==> src/rtl/fu_pkg.sv <==
package fu_pkg;

    typedef enum logic [1:0] {
        KIND_OPEN  = 2'd0,
        KIND_CLOSE = 2'd1,
        KIND_DATA  = 2'd2
    } byte_kind_e;

endpackage

==> src/rtl/fu_classify.sv <==
module fu_classify
    import fu_pkg::*;
#(
    parameter int          DATA_W     = 8,
    parameter logic [DATA_W-1:0] OPEN_CODE  = 8'hFF,
    parameter logic [DATA_W-1:0] CLOSE_CODE = 8'hF1
) (
    input  logic [DATA_W-1:0] byte_i,
    output byte_kind_e        kind_o
);

    always_comb begin
        if (byte_i == OPEN_CODE) begin
            kind_o = KIND_OPEN;
        end else if (byte_i == CLOSE_CODE) begin
            kind_o = KIND_CLOSE;
        end else begin
            kind_o = KIND_DATA;
        end
    end

endmodule

==> src/rtl/fu_framer.sv <==
module fu_framer
    import fu_pkg::*;
(
    input  logic       clk,
    input  logic       aresetn,
    input  logic       in_valid,
    input  byte_kind_e kind,
    input  logic       hold_vld,
    input  logic       out_free,
    output logic       in_ready,
    output logic       load_hold,
    output logic       clr_hold,
    output logic       push,
    output logic       push_last
);

    typedef struct packed {
        logic open;
    } frm_state_t;

    frm_state_t st_d, st_q;
    logic       accept;

    // Stall only when the held byte must move and the output slot is busy.
    assign in_ready = !st_q.open || !hold_vld || out_free;
    assign accept   = in_valid && in_ready;

    always_comb begin
        st_d      = st_q;
        load_hold = 1'b0;
        clr_hold  = 1'b0;
        push      = 1'b0;
        push_last = 1'b0;
        if (accept) begin
            unique case (kind)
                KIND_OPEN: begin
                    if (!st_q.open) begin
                        st_d.open = 1'b1;
                    end
                end
                KIND_CLOSE: begin
                    if (st_q.open) begin
                        st_d.open = 1'b0;
                        if (hold_vld) begin
                            push      = 1'b1;
                            push_last = 1'b1;
                            clr_hold  = 1'b1;
                        end
                    end
                end
                default: begin
                    if (st_q.open) begin
                        load_hold = 1'b1;
                        push      = hold_vld;
                    end
                end
            endcase
        end
    end

    always_ff @(posedge clk or negedge aresetn) begin
        if (!aresetn) begin
            st_q <= '0;
        end else begin
            st_q <= st_d;
        end
    end

endmodule

==> src/rtl/fu_hold.sv <==
module fu_hold #(
    parameter int DATA_W = 8
) (
    input  logic              clk,
    input  logic              aresetn,
    input  logic              load,
    input  logic              clr,
    input  logic [DATA_W-1:0] load_data,
    output logic              vld,
    output logic [DATA_W-1:0] data
);

    typedef struct packed {
        logic              vld;
        logic [DATA_W-1:0] data;
    } hold_t;

    hold_t h_d, h_q;

    always_comb begin
        h_d = h_q;
        if (load) begin
            h_d.vld  = 1'b1;
            h_d.data = load_data;
        end else if (clr) begin
            h_d.vld = 1'b0;
        end
    end

    always_ff @(posedge clk or negedge aresetn) begin
        if (!aresetn) begin
            h_q <= '0;
        end else begin
            h_q <= h_d;
        end
    end

    assign vld  = h_q.vld;
    assign data = h_q.data;

endmodule

==> src/rtl/fu_outreg.sv <==
module fu_outreg #(
    parameter int DATA_W = 8
) (
    input  logic              clk,
    input  logic              aresetn,
    input  logic              push,
    input  logic [DATA_W-1:0] push_data,
    input  logic              push_last,
    input  logic              ready,
    output logic              free,
    output logic              valid,
    output logic [DATA_W-1:0] data,
    output logic              last
);

    typedef struct packed {
        logic              vld;
        logic [DATA_W-1:0] data;
        logic              last;
    } oreg_t;

    oreg_t o_d, o_q;

    assign free = !o_q.vld || ready;

    always_comb begin
        o_d = o_q;
        if (push) begin
            o_d.vld  = 1'b1;
            o_d.data = push_data;
            o_d.last = push_last;
        end else if (ready) begin
            o_d.vld = 1'b0;
        end
    end

    always_ff @(posedge clk or negedge aresetn) begin
        if (!aresetn) begin
            o_q <= '0;
        end else begin
            o_q <= o_d;
        end
    end

    assign valid = o_q.vld;
    assign data  = o_q.data;
    assign last  = o_q.last;

endmodule

==> src/rtl/frame_unpacker.sv <==
module frame_unpacker
    import fu_pkg::*;
#(
    parameter int          DATA_W     = 8,
    parameter logic [DATA_W-1:0] OPEN_CODE  = 8'hFF,
    parameter logic [DATA_W-1:0] CLOSE_CODE = 8'hF1
) (
    input  logic              clk,
    input  logic              aresetn,
    input  logic [DATA_W-1:0] in_data,
    input  logic              in_valid,
    output logic              in_ready,
    output logic [DATA_W-1:0] out_data,
    output logic              out_valid,
    output logic              out_last,
    input  logic              out_ready
);

    byte_kind_e        kind;
    logic              hold_vld;
    logic [DATA_W-1:0] hold_data;
    logic              out_free;
    logic              load_hold;
    logic              clr_hold;
    logic              push;
    logic              push_last;

    fu_classify #(
        .DATA_W    (DATA_W),
        .OPEN_CODE (OPEN_CODE),
        .CLOSE_CODE(CLOSE_CODE)
    ) u_classify (
        .byte_i(in_data),
        .kind_o(kind)
    );

    fu_framer u_framer (
        .clk      (clk),
        .aresetn  (aresetn),
        .in_valid (in_valid),
        .kind     (kind),
        .hold_vld (hold_vld),
        .out_free (out_free),
        .in_ready (in_ready),
        .load_hold(load_hold),
        .clr_hold (clr_hold),
        .push     (push),
        .push_last(push_last)
    );

    fu_hold #(.DATA_W(DATA_W)) u_hold (
        .clk      (clk),
        .aresetn  (aresetn),
        .load     (load_hold),
        .clr      (clr_hold),
        .load_data(in_data),
        .vld      (hold_vld),
        .data     (hold_data)
    );

    fu_outreg #(.DATA_W(DATA_W)) u_outreg (
        .clk      (clk),
        .aresetn  (aresetn),
        .push     (push),
        .push_data(hold_data),
        .push_last(push_last),
        .ready    (out_ready),
        .free     (out_free),
        .valid    (out_valid),
        .data     (out_data),
        .last     (out_last)
    );

endmodule

==> config.mk <==
export PLATFORM = sky130hd
export DESIGN_NAME = frame_unpacker
export DESIGN_NICKNAME = d
export VERILOG_FILES = /design/src/rtl/fu_pkg.sv /design/src/rtl/fu_classify.sv /design/src/rtl/fu_framer.sv /design/src/rtl/fu_hold.sv /design/src/rtl/fu_outreg.sv /design/src/rtl/frame_unpacker.sv
export SDC_FILE = /design/constraint.sdc
export NUM_CORES = 1
export LEC_CHECK = 0
export BUFFER_PORTS_ARGS = -buffer_cell sky130_fd_sc_hd__buf_2
export CAP_MARGIN = 0
export CORE_ASPECT_RATIO = 0.75
export CORE_MARGIN = 4
export CORE_UTILIZATION = 45
export CTS_CLUSTER_SIZE = 30
export DETAILED_ROUTE_END_ITERATION = 10
export PLACE_DENSITY_LB_ADDON = 0.3
export SLEW_MARGIN = 20
export SYNTH_ARGS = -nofsm -noshare
export SYNTH_HDL_FRONTEND = slang
export SYNTH_SLANG_ARGS = --single-unit
==> constraint.sdc <==
create_clock -name clk -period 1.4 [get_ports clk]
set_clock_uncertainty 0.05 [all_clocks]
set_input_delay 0.28 -clock clk [delete_from_list [all_inputs] [get_ports clk]]
set_output_delay 0.28 -clock clk [all_outputs]
set_load 0.005 [all_outputs]
# --- Word-level counts from Yosys, hierarchy flattened ---
# Index checks and enable logic that the tools add are counted.
totals:
  wordCells: 39
  regBits: 20
  inputBits: 12
  output_inout_bits: 11
classes:
  muxes: 17
  reduce_logical: 13
  eq_ne: 3
ops:
  columns: ["cell", "count"]
  rows:
  - ["equality test 8 bit (second input constant)", 2]
  - ["2-to-1 mux 1 bit", 13]
  - ["nonzero test 2 bit", 3]
  - ["2-to-1 mux 2 bit", 2]
  - ["one-hot mux 1 bit (2 select lines)", 2]
  - ["zero test 1 bit", 3]
  - ["logical OR 1 bit", 3]
  - ["equality test 2 x 1 -> 1 bit (second input constant)", 1]
  - ["zero test 2 bit", 1]
  - ["AND reduction 2 bit", 1]
  - ["OR reduction 2 bit", 1]
  - ["logical AND 1 bit", 1]

# --- Depth between registers and ports, before layout ---
# Gate-level depths: netlist of the first run.
logic_depth:
  word_depth: 8
  ltp_mapped: 5
  mapped_depth_nobuf: 4

# --- Cells and area by module ---
# Synthesis of the first run repeated with hierarchy kept, for this count alone.
hier_totals:
  cells_unflattened: 60
  hier_area_um2: 909.6
modules_own_cells:
  columns: ["mod", "n_inst", "cells_per_inst", "seq_area_each_um2", "area_each_um2"]
  rows:
  - ["fu_outreg", 1, 22, 250.2, 409.1]
  - ["fu_hold", 1, 20, 225.2, 369.1]
  - ["fu_framer", 1, 12, 25.0, 97.6]
  - ["fu_classify", 1, 6, 0.0, 33.8]

# --- Worst setup path before layout of the first run ---
# No wires, ideal clock.
synth_path:
  path_type: "register -> register"
  start: "reg u_outreg.o_q (netlist bit u_outreg.valid)"
  end: "reg u_hold.h_q (netlist bit u_hold.data[1])"
  stages_incl_launch_ff: 5
  path_buffers: 0
  setup_slack_ps: -122
  setup_ps: 125
  required_time_ps: 1225
  arrival_time_ps: 1347
  synth_period_minus_slack_ps: 1522
  cell_sequence: "dfrtp_1 and3b_1 nand3b_4 a31oi_4 mux2_4"
synth_via:
  elab_chain_len: 5
synth_lines:
  columns: ["element", "line_no", "source"]
  rows:
  - ["from (decl)", "fu_outreg.sv:22", "oreg_t o_d, o_q;"]
  - ["from (signal assigned)", "fu_outreg.sv:39", "o_q <= '0;"]
  - ["from (signal assigned)", "fu_outreg.sv:41", "o_q <= o_d;"]
  - ["zero test 1 bit", "fu_outreg.sv:24", "assign free = !o_q.vld || ready;"]
  - ["logical OR 1 bit", "fu_outreg.sv:24", null]
  - ["logical OR 1 bit", "fu_framer.sv:25", "assign in_ready = !st_q.open || !hold_vld || out_free;"]
  - ["logical AND 1 bit", "fu_framer.sv:26", "assign accept = in_valid && in_ready;"]
  - ["2-to-1 mux 1 bit", "fu_framer.sv:34", "if (accept) begin"]
  - ["to (signal assigned)", "fu_hold.sv:32", "h_q <= '0;"]
  - ["to (signal assigned)", "fu_hold.sv:34", "h_q <= h_d;"]
  - ["to (decl)", "fu_hold.sv:18", "hold_t h_d, h_q;"]
# Every way passes these cells.
# A chain may end at the register's enable or synchronous reset.

# --- Worst setup path after layout of the first run ---
layout_path:
  start: "reg u_hold.h_q (netlist bit u_hold.vld)"
  end: "reg u_hold.h_q (netlist bit u_hold.data[1])"
layout_via:
  elab_chain_len: 5
layout_lines:
  columns: ["element", "line_no"]
  rows:
  - ["zero test 1 bit", "fu_framer.sv:25"]
  - ["logical OR 1 bit (2 in series)", "fu_framer.sv:25"]
  - ["logical AND 1 bit", "fu_framer.sv:26"]
  - ["2-to-1 mux 1 bit", "fu_framer.sv:34"]
# Every way passes these cells.

==> results of run 1 <==
==> worst max-delay path by stage <==
| stage | slack [ps] | end | from |
|---|---|---|---|
| after floorplan | -120 | u_hold.data[1] | u_outreg.valid |
| after global placement | -130 | u_hold.data[3] | u_hold.vld |
| after detailed placement | -190 | u_hold.data[3] | u_hold.vld |
| after CTS | -160 | u_hold.data[1] | u_hold.vld |
| after global routing | -190 | u_hold.data[6] | u_outreg.valid |
| final | -140 | u_hold.data[1] | u_hold.vld |
==> registers in the layout, indices dropped and copies added (netlist names) <==
register        flops
u_hold.data         8
u_outreg.data       8
u_framer.st_q       1
u_hold.vld          1
u_outreg.last       1
u_outreg.valid      1
==> power by group through the flow <==
stage / sequential (mW) / combinational [mW] / clock (mW)
after floorplan: 0.749 / 0.153 / 0
after global placement: 0.744 / 0.335 / 0
after detailed placement: 0.750 / 0.344 / 0
after CTS: 0.741 / 0.409 / 0.489
after global routing: 0.760 / 0.479 / 0.508
final: 0.745 / 0.443 / 0.479
==> kinds of logic (layout without fill, tap and decap cells) <==
family | count (synthesis) | in the layout
AND/OR/NAND/NOR | 18 | 18
flip-flops | 20 | 20
AO/OA/AOI/OAI | 12 | 12
buffers and inverters | 1 | 49
multiplexers | 13 | 13
==> per-layer routing <==
layer | wire (um) | vias up | track usage
met3 | 105 | 4 | 0.0549
met2 | 1210 | 19 | 0.306
met5 | 0 | - | 0
met4 | 27 | 0 | 0.0708
met1 | 1020 | 374 | 0.230
li1 | - | 350 | -
==> repair_timing <==
action | 4_1_cts | 5_1_grt
buffers inserted | 3 | 0
endpoints found under the setup margin | 8 | 17
gates resized for setup | 7 | 9
pin swaps | 3 | 2
hold endpoints to repair | 20 | 0
cloned | 0 | 1
hold buffers | 1 | 0
==> through the flow <==
stage	hold slack, ps	setup TNS [ps]	setup WS (ps)
final	195	-1450	-140
after global routing	190	-1910	-189
after CTS	182	-1370	-158
after detailed placement	202	-1400	-189
after global placement	197	-1070	-127
after floorplan	-65.6	-608	-122
==> cell usage after synthesis <==
cell type	instances
mux2_1	8
and3_1	2
buf_2	1
nand2_2	1
nand3_1	2
a21oi_1	1
nand4_1	3
nand3b_4	1
and4_1	1
mux2_4	5
o32a_1	1
nand2b_1	1
and3b_1	1
o41ai_1	1
nand2_1	5
a31oi_4	1
dfrtp_1	20
o31ai_1	1
o22a_1	3
a31oi_1	2
o211ai_2	1
or3_4	1
o211ai_1	1
==> area by class of cell <==
class / count / area [um^2] / area share
Multi-Input combinational cell: 43 / 477 / 0.346
Tap cell: 22 / 27.5 / 0.0200
Sequential cell: 20 / 500 / 0.364
Clock buffer: 3 / 22.5 / 0.0164
Clock inverter: 1 / 30.0 / 0.0218
Timing Repair Buffer: 45 / 319 / 0.232
==> worst register-to-register path: cells and delay by family, from the launching register on <==
kind,cells,cell delay (ps)
flip-flops,1,410
multiplexers,1,330
AND/OR/NAND/NOR,2,350
AO/OA/AOI/OAI,1,300
==> results.cfg, run 1 <==
[synthesis]
yosysTopAreaCell = dfrtp_1
ys_seq_area_frac = 0.554
syn_area_um2 = 903
yosys-top-cells-area = dfrtp_1, mux2_1, mux2_4, o22a_1, a31oi_4
ys_types = 23
synthMuxAreaShare = 0.183
yosysWarnings = 0
ys_seq_elements = 20
synth_top_area_frac = 0.554
synth_nets = 76
synth_top_family_by_area = multiplexers
syn_area_per_cell_um2 = 14.1
synth-adder-area-share = 0
synth_compound_area_frac = 0.123
synthCells = 64
synthSimpleGateAreaFrac = 0.134
synth_xor_area_frac = 0

[routing]
drtIter0Drc = 11
routed_wl_mm = 2.36
wl_per_cell_um = 17.6
vias = 747
drt_first_pass_iters = 4
viasPerCell = 5.57
route.detailed.drc = 0
antenna_left = 0

[timing]
maxSlewHeadroom = 0.704
layout_setup_ws_ps = -140
period_share = 1.10
max_freq_mhz = 649
fin_crit_ps = 1540
worstMarginPinSlew_ps = 444
drv_slew = 0
rsz0062_at_grt = yes
setup_viol = 15
finalHoldViolations = 0

[final_layout]
final_cell_mix = buf_2, dfrtp_1, buf_4
utilization = 0.755
areaGrowthSynthToFinish_pct = 52.4
fillers = 117
final_common_cell = buf_2
drive_gt1_frac = 0.625
diodes = 0
final_cells = 134
num-nets-final = 125
fin_area_um2 = 1380

[floorplan]
die_area_um2 = 2800
io_pins = 23
row_count = 13
core_area_um2 = 1820
dieHeight_um = 46.8
die_width_um = 59.7
start_util = 0.496

[power]
intPower_mw = 1.25
switching_share = 0.248
total_power_mw = 1.67
pwr-share-clk = 0.287
p_seq_frac = 0.447
switchingPower_mw = 0.414
cellPowerDensity_nw_per_um2 = 1210
ir_drop_uv = 731
power_frac_comb = 0.266
leakage_nw = 0.682

[worst_setup_path]
crit_slowest_cell = dfrtp_1
crit_family = flip-flops
r2r-end = u_hold.data[1]
r2r_start = u_hold.vld
max_stage_delay_ps = 410
critPathLaunchType = register
critical_path_cell_count = 4
cp.arrival_ps = 1700
crit_chain = and3b_1 -> nand3b_4 -> a31oi_4 -> mux2_4
regToRegSetupSlack_ps = -140
crit_type = register to register
cp-end-kind = register
required_ps = 1560
worstPathMaxFanout = 6
path_buf_inv = 0
worstRegToRegCells = 4

[global_routing]
grt_pass1_wl_mm = 3.68
grt_max_degree = 21
grt_overflow = 0
antenna_found_initial = 0
grt_pass1_vias = 778
track_usage = 0.184

[run]
max_cap_violations = 0

[min_path]
hp-class = input port to register
min_path_cells = 2
worstHoldStart = in_data[7]
whs_endpoint = u_hold.data[7]

[clocking]
cts_buffers = 3
cts.clk_slew.worst_paths_ps = 120
tritoncts = done
clockBufferDepth = 2
cts_sinks = 20
h-tree-depth = 1
cts_root_buf = clkbuf_4
clock_latency_ps = 310

[place]
gp_congestion = 0.773
io_buffers = 22
hpwlAfterDp_mm = 1.55
placed_cells = 125
placed_cell_area_um2 = 1180

[run_status]
failed_checks = negative setup slack
outcome = finished with violations
(Power assumes the default switching activity.)
==> run 2: changes to the inputs <==
--- a/config.mk
+++ b/config.mk
@@ -7,5 +7,5 @@
 export LEC_CHECK = 0
 export BUFFER_PORTS_ARGS = -buffer_cell sky130_fd_sc_hd__buf_2
-export CAP_MARGIN = 0
+export CAP_MARGIN = 20
 export CORE_ASPECT_RATIO = 0.75
 export CORE_MARGIN = 4
==> constraint.sdc (replaced) <==
create_clock -name clk -period 1.4 [get_ports clk]
set_clock_uncertainty 0.05 [all_clocks]
set_input_delay 0.28 -clock clk [delete_from_list [all_inputs] [get_ports clk]]
set_output_delay 0.28 -clock clk [all_outputs]
set_load 0.1 [all_outputs]
==> results.cfg, run 2 (synthesized netlist as in run 1, its figures left out) <==
[place]
placed_cell_area_um2 = 1340
placed_cells = 123
io_buffers = 22
gp_congestion = 0.790
hpwlAfterDp_mm = 1.58

[floorplan]
io_pins = 23
dieHeight_um = 46.8
start_util = 0.496
core_area_um2 = 1820
row_count = 13
die_area_um2 = 2800
die_width_um = 59.7

[timing]
rsz0062_at_grt = yes
finalHoldViolations = 0
max_freq_mhz = 590
hold_ws_ps = 200
period_share = 1.21
maxSlewHeadroom = 0.692
layout_setup_ws_ps = -296
fin_crit_ps = 1700
worstMarginPinSlew_ps = 462
setup_viol = 19
drv_slew = 0

[final_layout]
utilization = 0.814
drive_gt1_frac = 0.565
num-nets-final = 121
diodes = 0
fin_area_um2 = 1480
final_cell_mix = dfrtp_1, buf_4, buf_12
final_cells = 130
final_common_cell = dfrtp_1
areaGrowthSynthToFinish_pct = 64.1

[global_routing]
grt_pass1_wl_mm = 3.59
track_usage = 0.186
grt_max_degree = 21
antenna_found_initial = 0
grt_overflow = 0
grt_pass1_vias = 737

[routing]
route.met3.wl_um = 131
drt_first_pass_iters = 4
wl_per_cell_um = 18.0
route.detailed.drc = 0
viasPerCell = 5.36
antenna_left = 0
met2_length_mm = 1.15
top_layer = met4
drtIter0Drc = 17
vias = 697
routed_wl_mm = 2.33
met1_length_mm = 1.02

[worst_setup_path]
cp.arrival_ps = 1370
required_ps = 1070
worstPathMaxFanout = 2
cp-end-kind = output pin
critPathLaunchType = register
crit_type = register to output pin

[run_status]
outcome = finished with violations
failed_checks = negative setup slack

[power]
cellPowerDensity_nw_per_um2 = 1650
ir_drop_uv = 1380
total_power_mw = 2.44
leakage_nw = 0.683

[clocking]
cts_buffers = 3
cts.clk_slew.worst_paths_ps = 120
h-tree-depth = 1
clock_latency_ps = 320
clockBufferDepth = 2
tritoncts = done
cts_root_buf = clkbuf_4
cts_sinks = 20

[run]
max_cap_violations = 0

[min_path]
hp-class = input port to register
run 2: changes by cell type in the layout (fill, tap and decap cells not counted), sizes merged:
cell	previous run	this run
buf	43	39
run 2: path summary, 6_finish.rpt:
path / startpoint / to / slack (ps) / cells after the start
worst min-delay path: out_ready / u_outreg.valid / 200 / 3
min in group asynchronous: aresetn / u_outreg.data[7] / 380 / 2
max in group asynchronous: aresetn / u_outreg.valid / 570 / 2
worst max-delay path: u_outreg.valid / in_ready / -300 / 4
worst max register to register: u_outreg.valid / u_hold.data[1] / -260 / 4
worst min register to register: u_hold.data[1] / u_outreg.data[1] / 450 / 1
run 2: layout make-up:
class | instances | area, um^2
Clock buffer | 3 | 22.5
Clock inverter | 1 | 30.0
Fill cell | 110 | 339
Multi-Input combinational cell | 43 | 440
Sequential cell | 20 | 504
Tap cell | 22 | 27.5
Timing Repair Buffer | 41 | 458
run 2: stage by stage:
step           setup TNS [ps]  worst slack, ps
3_3_place_gp            -1090             -173
2_1_floorplan           -3270             -414
5_1_grt                 -3120             -350
3_5_place_dp            -1940             -230
6_report                -2330             -296
4_1_cts                 -2570             -296
run 2: critical path: stages, from the launching register on:
cell	delay (ps)
dfrtp_4	490
and3b_1	200
buf_6	130
nand2_4	70
buf_12	160
run 2: per-layer routing:
layer | vias to the layer above | global-route usage
met5 | - | 0
met4 | 0 | 0.0531
met3 | 5 | 0.0769
met2 | 22 | 0.295
met1 | 331 | 0.237
li1 | 339 | -
run 2: power by group:
| part | switching [mW] | internal (mW) |
|---|---|---|
| Combinational | 0.702 | 0.470 |
| Clock | 0.192 | 0.290 |
| Sequential | 0.0975 | 0.688 |
| Total | 0.992 | 1.45 |
run 2: what timing repair did:
action / 4_1_cts / 5_1_grt
endpoints found under the setup margin: 11 / 21
resized for setup: 5 / 6
hold endpoints to repair: 20 / 0
hold buffers: 1 / 0
gates cloned: 1 / 0
pin swaps: 1 / 0
setup buffers: 1 / 0
==> run 3: changes to the inputs <==
ABC_AREA = 1   (was not set)
CAP_MARGIN = 10   (was 20)
CORE_UTILIZATION = 47   (was 45)
SLEW_MARGIN = not set   (was 20)
==> results.cfg, run 3 <==
[global_routing]
grt_overflow = 0
antenna_found_initial = 0
grt_pass1_vias = 764
grt_pass1_wl_mm = 3.42
grt_max_degree = 21
track_usage = 0.164

[timing]
layout_setup_ws_ps = -73.4
drv_slew = 0
fin_crit_ps = 1470
rsz0062_at_grt = yes
finalHoldViolations = 0
hold_ws_ps = 162
worstMarginPinSlew_ps = 504
period_share = 1.05
setup_tns_ps = -120
setup_viol = 2
max_freq_mhz = 679
maxSlewHeadroom = 0.664

[synthesis]
synth_top_family_by_area = simple AND/OR/NAND/NOR gates
synth_nets = 120
netlist_top_cells_count = nand2_1, dfrtp_1, inv_1
synthSimpleGateAreaFrac = 0.275
synth_most_common_cell = nand2_1
ys_seq_area_frac = 0.493
async_reset_ff_frac = 1.00
synth_top_area_frac = 0.493
synthCells = 108
synth_xor_area_frac = 0
ys_seq_elements = 20
synthFlopType = dfrtp_1
synth-edff-count = 0
synthMuxAreaShare = 0
syn_area_per_cell_um2 = 9.41
syn_area_um2 = 1020
ys_types = 18
yosysTopAreaCell = dfrtp_1
yosysWarnings = 0
synth_compound_area_frac = 0.147
synth-adder-area-share = 0
yosys-top-cells-area = dfrtp_1, nand2_1, o21ai_2, o21bai_1, inv_1

[place]
placed_cells = 153
gp_congestion = 0.738
io_buffers = 22
placed_cell_area_um2 = 1370
hpwlAfterDp_mm = 1.55
pre_cts_ws_ps = 58.4

[worst_setup_path]
worstPathMaxFanout = 4
crit_chain = nand2_1 -> inv_2 -> nand2_8 -> buf_12
max_stage_delay_ps = 450
critPathLaunchType = register
crit_slowest_cell = dfrtp_2
crit_type = register to output pin
cp.arrival_ps = 1140
cp-end-kind = output pin
required_ps = 1070

[final_layout]
drive_gt1_frac = 0.507
final_common_cell = nand2_1
utilization = 0.747
areaGrowthSynthToFinish_pct = 49.4
fillers = 155
num-nets-final = 153
fin_area_um2 = 1520
final_cell_mix = nand2_1, dfrtp_1, inv_1
diodes = 0
final_cells = 164

[power]
leakage_nw = 0.724
cellPowerDensity_nw_per_um2 = 2160
total_power_mw = 3.27
ir_drop_uv = 2070
switchingPower_mw = 1.51
intPower_mw = 1.76
switching_share = 0.463
power_frac_comb = 0.561
p_seq_frac = 0.295
pwr-share-clk = 0.144

[clocking]
cts.clk_slew.worst_paths_ps = 110
cts_sinks = 20
tritoncts = done
cts_buffers = 3
h-tree-depth = 1
clockBufferDepth = 2
clock_latency_ps = 310
cts_root_buf = clkbuf_4

[floorplan]
row_count = 14
dieHeight_um = 48.3
die_width_um = 61.7
die_area_um2 = 2980
start_util = 0.500
io_pins = 23
core_area_um2 = 2030

[routing]
route.detailed.drc = 0
antenna_left = 0
viasPerCell = 5.04
drtIter0Drc = 14
wl_per_cell_um = 13.7
drt_first_pass_iters = 4
routed_wl_mm = 2.25
vias = 826

[run_status]
failed_checks = negative setup slack
outcome = finished with violations

[min_path]
hp-class = input port to register

[run]
max_cap_violations = 0
-- run 3: changes by cell type after synthesis, moves of 3 or more --
| cell | previous run | this run |
|---|---|---|
| nand2_2 | 1 | 4 |
| nand2_1 | 5 | 29 |
| o21bai_1 | 0 | 8 |
| mux2_1 | 8 | 0 |
| mux2_4 | 5 | 0 |
| inv_1 | 0 | 14 |
| nand3_1 | 2 | 9 |
| o21ai_2 | 0 | 9 |
| o22a_1 | 3 | 0 |
| nand4_1 | 3 | 0 |
-- run 3: final timing paths --
check	slack, ps	start	depth (start not counted)	endpoint
worst max-delay path	-70	u_framer.st_q	4	in_ready
worst min-delay path	160	in_data[7]	3	u_hold.data[7]
worst max register to register	20	u_framer.st_q	7	u_hold.data[1]
worst min register to register	460	u_hold.vld	2	u_hold.vld
max in group asynchronous	560	aresetn	2	u_framer.st_q
min in group asynchronous	390	aresetn	2	u_outreg.data[0]
-- run 3: kinds of logic (layout without fill, tap and decap cells) --
family,after synthesis,in the layout
AOI/OAI and AO/OA,19,19
buffers and inverters,18,48
DFF,20,20
and+or+nand+nor,51,53
-- run 3: final cells by class --
| class | instances | area, um^2 | area share |
|---|---|---|---|
| repair inverters | 1 | 6.26 | 0.00412 |
| multi-input cells | 72 | 539 | 0.355 |
| clock buffers | 3 | 22.5 | 0.0148 |
| inverters | 17 | 76.3 | 0.0503 |
| clock inverters | 1 | 30.0 | 0.0198 |
| repair buffers | 26 | 308 | 0.203 |
| well taps | 24 | 30.0 | 0.0198 |
| flip-flops and latches | 20 | 505 | 0.333 |
-- run 3: power groups by stage --
| stage | Combinational [mW] | Clock, mW | Sequential (mW) |
|---|---|---|---|
| 4_1_cts | 1.81 | 0.480 | 0.961 |
| 3_3_place_gp | 1.77 | 0 | 0.962 |
| 2_1_floorplan | 0.398 | 0 | 1.71 |
| 5_1_grt | 1.92 | 0.502 | 0.996 |
| 3_5_place_dp | 1.80 | 0 | 0.977 |
| 6_report | 1.84 | 0.472 | 0.965 |
-- run 3: per-layer routing --
layer | up-vias | part of all wire | track usage | routed length [um]
met5 | - | 0 | 0 | 0
met4 | 0 | 0.011 | 0.0381 | 25
met3 | 4 | 0.065 | 0.0397 | 147
met2 | 27 | 0.49 | 0.290 | 1100
met1 | 389 | 0.43 | 0.205 | 975
li1 | 406 | - | - | -
-- run 3: critical path: cells and delay by family, from the launching register on --
family	cells	cell delay, ps
flip-flops	1	450
buffers and inverters	2	230
AND/OR/NAND/NOR	2	160
-- run 3: repair_timing --
action,4_1_cts,5_1_grt
hold endpoints to repair,20,0
pin swaps,2,4
hold buffers,1,0
gates cloned,0,3
endpoints found under the setup margin,1,17
resized for setup,0,9
setup buffers,2,1
